--- src/rtl/eei_pkg.sv ---
package eei_pkg;
    localparam int BYTE_W = 8;
    localparam int ADDR_W = 17;
    localparam int HALF_W = ADDR_W - 1;
    localparam int CNT_W  = 4;
    localparam logic [3:0] DEV_TYPE = 4'b1010;

    typedef enum logic [3:0] {
        ST_IDLE, ST_CTRL, ST_ACK_C, ST_AHI, ST_ACK_H, ST_ALO, ST_ACK_L,
        ST_WDATA, ST_ACK_W, ST_RDATA, ST_RACK, ST_IGNORE
    } ctl_state_e;

    typedef struct packed {
        ctl_state_e         st;
        logic [CNT_W-1:0]   cnt;
        logic [BYTE_W-1:0]  rx;
        logic [BYTE_W-1:0]  tx;
        logic               oe;
        logic               rw;
        logic               mack;
        logic               fetch;
        logic               pend;
        logic               wv;
        logic [BYTE_W-1:0]  wd;
        logic [ADDR_W-1:0]  wa;
    } ctl_regs_t;
endpackage

--- src/rtl/eei_line_sync.sv ---
module eei_line_sync #(
    parameter int STAGES = 2
) (
    input  logic clk,
    input  logic rst_n,
    input  logic scl_i,
    input  logic sda_i,
    output logic scl_o,
    output logic sda_o,
    output logic scl_rise_o,
    output logic scl_fall_o,
    output logic start_o,
    output logic stop_o
);
    logic [STAGES-1:0] scl_ff_d, scl_ff_q, sda_ff_d, sda_ff_q;
    logic scl_prev_d, scl_prev_q, sda_prev_d, sda_prev_q;

    for (genvar g = 0; g < STAGES; g++) begin : g_stage
        if (g == 0) begin : g_first
            assign scl_ff_d[g] = scl_i;
            assign sda_ff_d[g] = sda_i;
        end else begin : g_next
            assign scl_ff_d[g] = scl_ff_q[g-1];
            assign sda_ff_d[g] = sda_ff_q[g-1];
        end
    end

    always_comb begin
        scl_prev_d = scl_ff_q[STAGES-1];
        sda_prev_d = sda_ff_q[STAGES-1];
    end

    always_ff @(posedge clk or negedge rst_n) begin
        if (!rst_n) begin
            scl_ff_q   <= '1;
            sda_ff_q   <= '1;
            scl_prev_q <= 1'b1;
            sda_prev_q <= 1'b1;
        end else begin
            scl_ff_q   <= scl_ff_d;
            sda_ff_q   <= sda_ff_d;
            scl_prev_q <= scl_prev_d;
            sda_prev_q <= sda_prev_d;
        end
    end

    assign scl_o      = scl_ff_q[STAGES-1];
    assign sda_o      = sda_ff_q[STAGES-1];
    assign scl_rise_o = scl_o & ~scl_prev_q;
    assign scl_fall_o = ~scl_o & scl_prev_q;
    assign start_o    = scl_o & scl_prev_q & sda_prev_q & ~sda_o;
    assign stop_o     = scl_o & scl_prev_q & ~sda_prev_q & sda_o;
endmodule

--- src/rtl/eei_addr_ptr.sv ---
module eei_addr_ptr
    import eei_pkg::*;
(
    input  logic              clk,
    input  logic              rst_n,
    input  logic              set_blk_i,
    input  logic              blk_i,
    input  logic              set_hi_i,
    input  logic              set_lo_i,
    input  logic [BYTE_W-1:0] byte_i,
    input  logic              inc_i,
    output logic [ADDR_W-1:0] ptr_o
);
    logic [ADDR_W-1:0] ptr_d, ptr_q;

    always_comb begin
        ptr_d = ptr_q;
        if (set_blk_i) ptr_d[ADDR_W-1] = blk_i;
        if (set_hi_i)  ptr_d[HALF_W-1:BYTE_W] = byte_i;
        if (set_lo_i)  ptr_d[BYTE_W-1:0] = byte_i;
        if (inc_i)     ptr_d[HALF_W-1:0] = ptr_q[HALF_W-1:0] + 1'b1;
    end

    always_ff @(posedge clk or negedge rst_n) begin
        if (!rst_n) ptr_q <= '0;
        else        ptr_q <= ptr_d;
    end

    assign ptr_o = ptr_q;

    AST_HALF_KEPT: assert property (@(posedge clk) disable iff (!rst_n)
        (inc_i && !set_blk_i) |=> (ptr_q[ADDR_W-1] == $past(ptr_q[ADDR_W-1])));
    AST_LOW_WRAP: assert property (@(posedge clk) disable iff (!rst_n)
        (inc_i && !set_lo_i && !set_hi_i && (&ptr_q[HALF_W-1:0])) |=> (ptr_q[HALF_W-1:0] == '0));
endmodule

--- src/rtl/eei_ctrl.sv ---
module eei_ctrl
    import eei_pkg::*;
(
    input  logic              clk,
    input  logic              rst_n,
    input  logic              scl_s_i,
    input  logic              sda_s_i,
    input  logic              scl_rise_i,
    input  logic              scl_fall_i,
    input  logic              start_i,
    input  logic              stop_i,
    input  logic              sel0_i,
    input  logic              sel1_i,
    input  logic              en_i,
    input  logic              busy_i,
    input  logic              wr_ready_i,
    input  logic [BYTE_W-1:0] rd_data_i,
    input  logic [ADDR_W-1:0] ptr_i,
    output logic              sda_oe_o,
    output logic              set_blk_o,
    output logic              blk_o,
    output logic              set_hi_o,
    output logic              set_lo_o,
    output logic [BYTE_W-1:0] byte_o,
    output logic              inc_o,
    output logic              rd_en_o,
    output logic              wr_valid_o,
    output logic [ADDR_W-1:0] wr_addr_o,
    output logic [BYTE_W-1:0] wr_data_o
);
    localparam logic [CNT_W-1:0] LAST_BIT = CNT_W'(BYTE_W);

    ctl_regs_t r_q, r_d;
    logic      byte_done, ctrl_match;

    assign byte_done  = scl_fall_i && (r_q.cnt == LAST_BIT);
    assign ctrl_match = (r_q.rx[7:4] == DEV_TYPE) && (r_q.rx[2] == sel1_i) &&
                        (r_q.rx[1] == sel0_i) && !busy_i;

    always_comb begin
        r_d       = r_q;
        set_blk_o = 1'b0;
        set_hi_o  = 1'b0;
        set_lo_o  = 1'b0;
        inc_o     = 1'b0;
        blk_o     = r_q.rx[3];
        byte_o    = r_q.rx;

        r_d.fetch = 1'b0;
        r_d.pend  = r_q.fetch;
        if (r_q.pend) r_d.tx = rd_data_i;
        if (r_q.wv && wr_ready_i) begin
            r_d.wv = 1'b0;
            inc_o  = 1'b1;
        end

        if (!en_i) begin
            r_d.st  = ST_IDLE;
            r_d.oe  = 1'b0;
            r_d.cnt = '0;
        end else if (stop_i) begin
            r_d.st = ST_IDLE;
            r_d.oe = 1'b0;
        end else if (start_i) begin
            r_d.st  = ST_CTRL;
            r_d.oe  = 1'b0;
            r_d.cnt = '0;
        end else begin
            unique case (r_q.st)
                ST_IDLE, ST_IGNORE: ;
                ST_CTRL, ST_AHI, ST_ALO, ST_WDATA: begin
                    if (scl_rise_i) begin
                        r_d.rx  = {r_q.rx[BYTE_W-2:0], sda_s_i};
                        r_d.cnt = r_q.cnt + 1'b1;
                    end else if (byte_done) begin
                        r_d.cnt = '0;
                        r_d.oe  = 1'b1;
                        case (r_q.st)
                            ST_CTRL: begin
                                if (ctrl_match) begin
                                    set_blk_o = 1'b1;
                                    r_d.rw    = r_q.rx[0];
                                    r_d.fetch = r_q.rx[0];
                                    r_d.st    = ST_ACK_C;
                                end else begin
                                    r_d.oe = 1'b0;
                                    r_d.st = ST_IGNORE;
                                end
                            end
                            ST_AHI: begin
                                set_hi_o = 1'b1;
                                r_d.st   = ST_ACK_H;
                            end
                            ST_ALO: begin
                                set_lo_o = 1'b1;
                                r_d.st   = ST_ACK_L;
                            end
                            default: begin
                                r_d.wv = 1'b1;
                                r_d.wd = r_q.rx;
                                r_d.wa = ptr_i;
                                r_d.st = ST_ACK_W;
                            end
                        endcase
                    end
                end
                ST_ACK_C: begin
                    if (scl_fall_i) begin
                        r_d.cnt = '0;
                        if (r_q.rw) begin
                            r_d.st = ST_RDATA;
                            r_d.oe = ~r_q.tx[BYTE_W-1];
                        end else begin
                            r_d.st = ST_AHI;
                            r_d.oe = 1'b0;
                        end
                    end
                end
                ST_ACK_H: if (scl_fall_i) begin r_d.st = ST_ALO;   r_d.oe = 1'b0; end
                ST_ACK_L: if (scl_fall_i) begin r_d.st = ST_WDATA; r_d.oe = 1'b0; end
                ST_ACK_W: if (scl_fall_i) begin r_d.st = ST_WDATA; r_d.oe = 1'b0; end
                ST_RDATA: begin
                    if (scl_rise_i) begin
                        r_d.cnt = r_q.cnt + 1'b1;
                    end else if (byte_done) begin
                        r_d.cnt   = '0;
                        r_d.oe    = 1'b0;
                        r_d.st    = ST_RACK;
                        inc_o     = 1'b1;
                        r_d.fetch = 1'b1;
                    end else if (scl_fall_i) begin
                        r_d.tx = {r_q.tx[BYTE_W-2:0], 1'b0};
                        r_d.oe = ~r_q.tx[BYTE_W-2];
                    end
                end
                ST_RACK: begin
                    if (scl_rise_i) begin
                        r_d.mack = ~sda_s_i;
                    end else if (scl_fall_i) begin
                        r_d.cnt = '0;
                        if (r_q.mack) begin
                            r_d.st = ST_RDATA;
                            r_d.oe = ~r_q.tx[BYTE_W-1];
                        end else begin
                            r_d.st = ST_IGNORE;
                            r_d.oe = 1'b0;
                        end
                    end
                end
                default: r_d.st = ST_IDLE;
            endcase
        end
    end

    always_ff @(posedge clk or negedge rst_n) begin
        if (!rst_n) begin
            r_q    <= '0;
            r_q.st <= ST_IDLE;
        end else begin
            r_q <= r_d;
        end
    end

    assign sda_oe_o   = r_q.oe;
    assign rd_en_o    = r_q.fetch;
    assign wr_valid_o = r_q.wv;
    assign wr_addr_o  = r_q.wa;
    assign wr_data_o  = r_q.wd;

    AST_STOP_RELEASE: assert property (@(posedge clk) disable iff (!rst_n)
        stop_i |=> !sda_oe_o);
    AST_SILENT_WHEN_OFF: assert property (@(posedge clk) disable iff (!rst_n)
        !en_i |=> !sda_oe_o);
    AST_BUSY_NO_ACK: assert property (@(posedge clk) disable iff (!rst_n)
        (en_i && !start_i && !stop_i && busy_i && r_q.st == ST_CTRL && byte_done) |=> !sda_oe_o);
    AST_WR_HOLD: assert property (@(posedge clk) disable iff (!rst_n)
        (wr_valid_o && !wr_ready_i) |=> (wr_valid_o && $stable(wr_addr_o) && $stable(wr_data_o)));
    AST_OE_RISE_LOW: assert property (@(posedge clk) disable iff (!rst_n)
        $rose(sda_oe_o) |-> !scl_s_i);
endmodule

--- src/rtl/eeprom_i2c_slave.sv ---
module eeprom_i2c_slave
    import eei_pkg::*;
#(
    parameter int SYNC_STAGES = 2
) (
    input  logic              clk,
    input  logic              rst_n,
    input  logic              scl_i,
    input  logic              sda_i,
    output logic              sda_oe_o,
    input  logic              chip_sel0_i,
    input  logic              chip_sel1_i,
    input  logic              chip_en_i,
    input  logic              wcyc_busy_i,
    output logic              wr_valid_o,
    input  logic              wr_ready_i,
    output logic [ADDR_W-1:0] wr_addr_o,
    output logic [BYTE_W-1:0] wr_data_o,
    output logic              rd_en_o,
    output logic [ADDR_W-1:0] rd_addr_o,
    input  logic [BYTE_W-1:0] rd_data_i
);
    logic scl_s, sda_s, scl_rise, scl_fall, start, stop;
    logic set_blk, blk, set_hi, set_lo, inc;
    logic [BYTE_W-1:0] ld_byte;
    logic [ADDR_W-1:0] ptr;

    eei_line_sync #(.STAGES(SYNC_STAGES)) u_sync (
        .clk(clk), .rst_n(rst_n), .scl_i(scl_i), .sda_i(sda_i),
        .scl_o(scl_s), .sda_o(sda_s), .scl_rise_o(scl_rise),
        .scl_fall_o(scl_fall), .start_o(start), .stop_o(stop)
    );

    eei_addr_ptr u_ptr (
        .clk(clk), .rst_n(rst_n), .set_blk_i(set_blk), .blk_i(blk),
        .set_hi_i(set_hi), .set_lo_i(set_lo), .byte_i(ld_byte),
        .inc_i(inc), .ptr_o(ptr)
    );

    eei_ctrl u_ctrl (
        .clk(clk), .rst_n(rst_n), .scl_s_i(scl_s), .sda_s_i(sda_s),
        .scl_rise_i(scl_rise), .scl_fall_i(scl_fall), .start_i(start),
        .stop_i(stop), .sel0_i(chip_sel0_i), .sel1_i(chip_sel1_i),
        .en_i(chip_en_i), .busy_i(wcyc_busy_i), .wr_ready_i(wr_ready_i),
        .rd_data_i(rd_data_i), .ptr_i(ptr), .sda_oe_o(sda_oe_o),
        .set_blk_o(set_blk), .blk_o(blk), .set_hi_o(set_hi),
        .set_lo_o(set_lo), .byte_o(ld_byte), .inc_o(inc),
        .rd_en_o(rd_en_o), .wr_valid_o(wr_valid_o),
        .wr_addr_o(wr_addr_o), .wr_data_o(wr_data_o)
    );

    assign rd_addr_o = ptr;
endmodule

--- config.mk ---
export PLATFORM = sky130hd
export DESIGN_NAME = eeprom_i2c_slave
export DESIGN_NICKNAME = d
export VERILOG_FILES = /design/src/rtl/eei_pkg.sv /design/src/rtl/eei_line_sync.sv /design/src/rtl/eei_addr_ptr.sv /design/src/rtl/eei_ctrl.sv /design/src/rtl/eeprom_i2c_slave.sv
export SDC_FILE = /design/constraint.sdc
export NUM_CORES = 1
export LEC_CHECK = 0
export BUFFER_PORTS_ARGS = -buffer_cell sky130_fd_sc_hd__buf_4
export CAP_MARGIN = 20
export CORE_ASPECT_RATIO = 2
export CORE_UTILIZATION = 51
export CTS_CLUSTER_DIAMETER = 50
export DETAILED_ROUTE_END_ITERATION = 7
export GPL_TIMING_DRIVEN = 0
export PLACE_DENSITY = 0.84
export SLEW_MARGIN = 20
export SYNTH_ARGS = -nofsm -noshare
export SYNTH_HDL_FRONTEND = slang
export SYNTH_SLANG_ARGS = --single-unit
--- constraint.sdc ---
create_clock -name clk -period 2 [get_ports clk]
set_input_delay 0.4 -clock clk [delete_from_list [all_inputs] [get_ports clk]]
set_output_delay 0.4 -clock clk [all_outputs]
set_load 0.02 [all_outputs]
# == Word level (Yosys, flattened, before mapping) ==
# Index checks and enable logic that the tools add are counted.
# op_classes
addsub,2
eq_ne,35
muxes,95
bitwise_logic,17
n_reduce_logical,21
# ops
cell,n
2-to-1 mux 26 bit,7
2-to-1 mux 8 bit,15
2-to-1 mux 1 bit,50
2-to-1 mux 4 bit,9
"!= test 5 x 4 -> 1 bit, second input constant",7
2-to-1 mux 16 bit,2
one-hot mux 4 bit (7 select lines),1
"== test 4 bit, second input constant",6
2-to-1 mux 20 bit,1
2-to-1 mux 9 bit,2
"adder 16 x 1 -> 16 bit, second input constant",1
"== test 4 x 3 -> 1 bit, second input constant",4
one-hot mux 4 bit (4 select lines),1
"!= test 5 bit, second input constant",3
AND reduction 7 bit,2
one-hot mux 4 bit (3 select lines),1
"!= test 5 x 2 -> 1 bit, second input constant",2
inverter 1 bit,10
AND reduction 10 bit,1
AND reduction 5 bit,2
AND reduction 9 bit,1
"== test 4 x 2 -> 1 bit, second input constant",2
2-to-1 mux 2 bit,4
"!= test 4 x 3 -> 1 bit, second input constant",2
19 further kinds,34
# word_totals
reg_bits,78
in_bits,17
output_inout_bits,45

# == Logic depth before layout (Yosys ltp) ==
# depth
ltp_word,12
mapped_depth,9
ltp_nobuf,7

# == Cells and area by module ==
# A second synthesis with hierarchy kept.
# unflattened
hier_cells,405
hier_area_um2,4296.6
# modules_own_cells
mod,instances,cells_each,area_per_inst_um2
eei_ctrl,1,282,3064.2
eei_addr_ptr,1,113,1042.2
eei_line_sync,1,10,190.2

# == Worst setup path before layout ==
# No wires, ideal clock.
# synth_timing
kind,register to register
start,register u_ctrl.r_q[47] (netlist name)
end,"register u_ptr.ptr_q[5], in the netlist u_ptr.ptr_o[5]"
t_arrival_ps,1814
required_ps,1874
setup_slack_ps,60
path_stages_with_launch,9
cell_sequence,dfrtp_1 > inv_1 > ha_1 > and3b_1 > buf_2 > a41oi_1 > buf_2 > nor3_1 > a221o_1
# synth_via
elab_chain_cells,9
elab_cells_between_ends,16
classes_between,eq/ne: 1; mux: 13; reduce/logical: 2
# synth_rtl
element,line,source
start: declaration,eei_ctrl.sv:33,"ctl_regs_t r_q, r_d;"
start signal: assignment,eei_ctrl.sv:160,r_q <= r_d;
== test 4 bit (*),eei_ctrl.sv:36,assign byte_done = scl_fall_i && (r_q.cnt == LAST_BIT);
logical AND 1 bit (*),eei_ctrl.sv:36,
2-to-1 mux 1 bit (on tied branches),"eei_ctrl.sv:125, eei_ctrl.sv:75",
2-to-1 mux 1 bit (on tied branches),"eei_ctrl.sv:123, eei_ctrl.sv:72",
2-to-1 mux 1 bit,eei_ctrl.sv:69,unique case (r_q.st)
2-to-1 mux 1 bit,eei_ctrl.sv:64,end else if (start_i) begin
2-to-1 mux 1 bit,eei_ctrl.sv:61,end else if (stop_i) begin
2-to-1 mux 1 bit,eei_ctrl.sv:57,if (!en_i) begin
2-to-1 mux 16 bit or nonzero test 2 bit (tied branches),--,
end signal: assignment,eei_addr_ptr.sv:26,else ptr_q <= ptr_d;
end: declaration,eei_addr_ptr.sv:14,"logic [ADDR_W-1:0] ptr_d, ptr_q;"
# Every way passes the cells marked *; elsewhere a longest branch is shown, timed or not.
# A chain may end at the register's enable or synchronous reset.

# == Worst setup path in the final report ==
# layout_timing
start,"register u_ptr.ptr_q[1], in the netlist u_ptr.ptr_o[1]"
end,"register u_ptr.ptr_q[14], in the netlist u_ptr.ptr_o[14]"
# layout_via
elab_chain_cells,2
# layout_rtl
element,line,source
adder 16 x 1 -> 16 bit,eei_addr_ptr.sv:21,if (inc_i) ptr_d[HALF_W-1:0] = ptr_q[HALF_W-1:0] + 1'b1;
2-to-1 mux 16 bit,eei_addr_ptr.sv:21,
# No other way between the ends.

==> flow_summary.toml <==
[status]
outcome = "complete, no violations"

[grt]
grt_usage = 0.281
grt.busiest_layer = "met2"
grt_max_degree = 79
antenna_found_initial = 0
grt_pass1_wl_mm = 18.5
met3_usage = 0.0512
use_met1 = 0.289
grt_pass1_vias = 3833
use_met2 = 0.493
grt_overflow_total = 0

[floorplanning]
start_util = 0.534
die_area_um2 = 8770
fp.dieH_um = 131
die_w_um = 66.7
core_area_um2 = 8000
io_pins = 62
rows = 46

[logic_synthesis]
synth_fa_ha_area_frac = 0.00878
seq_area_frac_synth = 0.459
synth-xor-area-share = 0.0123
avgSynthCellArea_um2 = 10.3
async_reset_ff_frac = 1.00
ys.flop_type = "dfrtp_1"
netlist_instances = 414
synth-simple-area-share = 0.178
synth-compound-area-share = 0.143
syn_area_um2 = 4270
synthMuxAreaShare = 0.120
syn_nets = 434
ys_types = 67
synth_warnings = 0
synth-seq-cells = 78
synth_edf_count = 0
synth_top_family_by_area = "simple AND/OR/NAND/NOR gates"

[power_and_ir_drop]
ir_drop_v = 0.000705
pwr-share-comb = 0.093
p_int_w = 0.00265
power.switching_w = 0.000932
clkPwrFrac = 0.431
finalPower_w = 0.00358
power_density_nw_per_um2 = 645
power.leakage_nw = 2.64
switching_share = 0.260
p_seq_frac = 0.476

[cells_and_area]
final_cell_mix = "114 x buf_4, 65 x dfrtp_1, 34 x mux2_2, 28 x nor2_1, 25 x nand2_1"
syn_to_final_growth_pct = 29.8
antenna_cells = 0
layout_commonest_cell = "buf_4"
final_nets = 533
finish.utilization = 0.693
layout-drive-gt1-share = 0.452

[critical_path]
cp_top_family = "simple AND/OR/NAND/NOR gates"
slowest_delay_ns = 0.45
crit_path_top_delay_cell = "dfrtp_1"
critical_path_class = "flip-flop to flip-flop"
arrival_ns = 2.27
critPathBufInv = 1
cp_max_fo = 7
cp_cell_sequence = "ha_1 > and3_1 > clkbuf_1 > nand4_1 > o21ai_0 > a21oi_1 > nor2_1"
crit_path_end_kind = "flip-flop"
startpoint_type = "flip-flop"
crit_required_ns = 2.27

[timing]
setup_viol = 0
slew_violations = 0
max_slew_margin = 0.341
fin_crit_ns = 1.99
tightest_slew_ns = 0.988
fmax_mhz = 501
setup_tns_ns = 0
fin_hold_ws_ns = 0.172
period_share = 0.997
finalHoldViolCount = 0
fin_skew_ns = 0.00805

[clock_network]
cts.sinks = 78
clk_pin_slew_ns = 0.06
postCtsHoldBufs = 0
htreeDepth = 3
cts-root-buf = "clkbuf_16"
cts_tree = "yes"
clockBufferDepth = 2
numCtsBuffers = 9
clock_latency_ns = 0.34

[placed_design]
place_congestion = 0.901
hpwl_mm = 8.01
portBuffers = 61

[route]
firstDrtPassIters = 5
wl_mm = 11.9
drc = 0
routed_via_density = 6.15
num_vias = 3775
routedWlPerCell_um = 19.3
drtIter0Drc = 260
antenna_left = 0

[run]
maxCapViolations = 0

[min_path]
hold_path.class = "primary input to flip-flop"
==> synth_stat cells (2+ instances only) <==
| cell type | number | share of area |
|---|---|---|
| and4_1 | 2 | 0.0041 |
| a22oi_1 | 2 | 0.0035 |
| and2_1 | 2 | 0.0029 |
| a21oi_1 | 19 | 0.022 |
| o21ai_0 | 22 | 0.026 |
| buf_4 | 26 | 0.046 |
| mux2i_1 | 12 | 0.028 |
| a211oi_1 | 5 | 0.0088 |
| o221a_2 | 4 | 0.011 |
| nor3b_1 | 4 | 0.0070 |
| nand2b_1 | 5 | 0.0073 |
| o22ai_1 | 3 | 0.0044 |
| a21o_1 | 2 | 0.0035 |
| o221ai_1 | 3 | 0.0062 |
| o32ai_1 | 2 | 0.0041 |
| xnor2_1 | 4 | 0.0082 |
| nand4bb_1 | 3 | 0.0079 |
| buf_1 | 4 | 0.0035 |
| o311ai_0 | 2 | 0.0041 |
| nand4_1 | 8 | 0.012 |
| ha_1 | 3 | 0.0088 |
| nor2_1 | 31 | 0.027 |
| dfrtp_1 | 72 | 0.42 |
| inv_1 | 12 | 0.011 |
| buf_2 | 10 | 0.012 |
| o211ai_1 | 3 | 0.0053 |
| xor2_1 | 2 | 0.0041 |
| nand3_1 | 24 | 0.028 |
| o21a_1 | 2 | 0.0035 |
| nor2b_1 | 6 | 0.0088 |
| dfstp_2 | 6 | 0.037 |
| and3_1 | 3 | 0.0044 |
| mux2_2 | 34 | 0.090 |
| nor3_1 | 7 | 0.0082 |
| clkbuf_1 | 6 | 0.0053 |
| and4bb_2 | 2 | 0.0059 |
| a31oi_1 | 2 | 0.0029 |
| nand2_1 | 26 | 0.023 |
==> timing repair <==
item | CTS | global route
buffers inserted | 17 | 12
setup endpoints to repair | 42 | 56
pin swaps | 8 | 13
resized for setup | 25 | 33
==> through the flow <==
step	cell area, um^2	instances	worst slack, ns
after floorplan	4270	414	0.0597
after global placement	4850	571	-0.262
after detailed placement	4850	571	-0.395
after CTS	5350	604	0.000840
after global routing	5540	614	-0.0722
final	5540	614	0.00580
==> cell type report <==
type / count / area [um^2]
inverter: 12 / 45.0
clock inverter: 5 / 33.8
clock buffer: 11 / 243
buffer: 45 / 322
timing repair buffer: 90 / 681
tap: 96 / 120
fill: 604 / 2460
multi-input combinational: 277 / 2130
sequential: 78 / 1970
==> power groups by stage <==
| stage | combinational [W] | clock, W | sequential [W] |
|---|---|---|---|
| final | 0.000332 | 0.00154 | 0.00170 |
| after global routing | 0.000358 | 0.00160 | 0.00171 |
| after CTS | 0.000307 | 0.00154 | 0.00170 |
| after detailed placement | 0.000294 | 0 | 0.00173 |
| after global placement | 0.000286 | 0 | 0.00172 |
| after floorplan | 0.000121 | 0 | 0.00174 |
==> worst register-to-register path, cell delays in order, from the launching register on <==
cell      delay (ns)
dfrtp_1         0.45
ha_1            0.23
and3_1          0.16
clkbuf_1        0.33
nand4_1         0.28
o21ai_0         0.25
a21oi_1         0.09
nor2_1          0.12
==> routing by layer <==
metal,share of wire,routed length [um]
met1,0.33,3970
met2,0.55,6480
met3,0.061,727
met4,0.058,694
met5,0,0
==> final timing paths <==
kind                                               from                              end  slack (ns)  cells past startpoint
max                          u_ptr.ptr_o[1]$_DFFE_PN0P_      u_ptr.ptr_o[14]$_DFFE_PN0P_       0.006                      7
min                                               scl_i     u_sync.scl_ff_q[0]$_DFF_PN1_        0.17                      1
max reg2reg                  u_ptr.ptr_o[1]$_DFFE_PN0P_      u_ptr.ptr_o[14]$_DFFE_PN0P_       0.006                      7
min reg2reg                u_sync.sda_ff_q[0]$_DFF_PN1_     u_sync.sda_ff_q[1]$_DFF_PN1_        0.36                      0
max in group asynchronous                         rst_n       u_ctrl.r_q[54]$_DFFE_PN0P_        1.07                      1
min in group asynchronous                         rst_n  u_ctrl.wr_addr_o[6]$_DFFE_PN0P_        0.20                      1
==> state kept, by name, summed over array words and instances (netlist names) <==
| signal | flops |
|---|---|
| u_ctrl.wr_addr_o | 17 |
| u_ctrl.wr_valid_o | 1 |
| u_ptr.ptr_o | 17 |
| u_sync.scl_ff_q | 2 |
| u_ctrl.byte_o | 8 |
| u_ctrl.sda_oe_o | 1 |
| u_sync.sda_prev_q | 1 |
| u_ctrl.wr_data_o | 8 |
| u_ctrl.rd_en_o | 1 |
| u_ctrl.r_q | 19 |
| u_sync.scl_prev_q | 1 |
| u_sync.sda_ff_q | 2 |
==> logic make-up after synthesis <==
family	after synthesis
and+or+nand+nor	134
AOI/OAI and AO/OA	87
DFF	78
buffers and inverters	59
muxes	47
xor gates and xnor gates	6
adders and majority gates	3
Power figures use the tool's default switching activity.
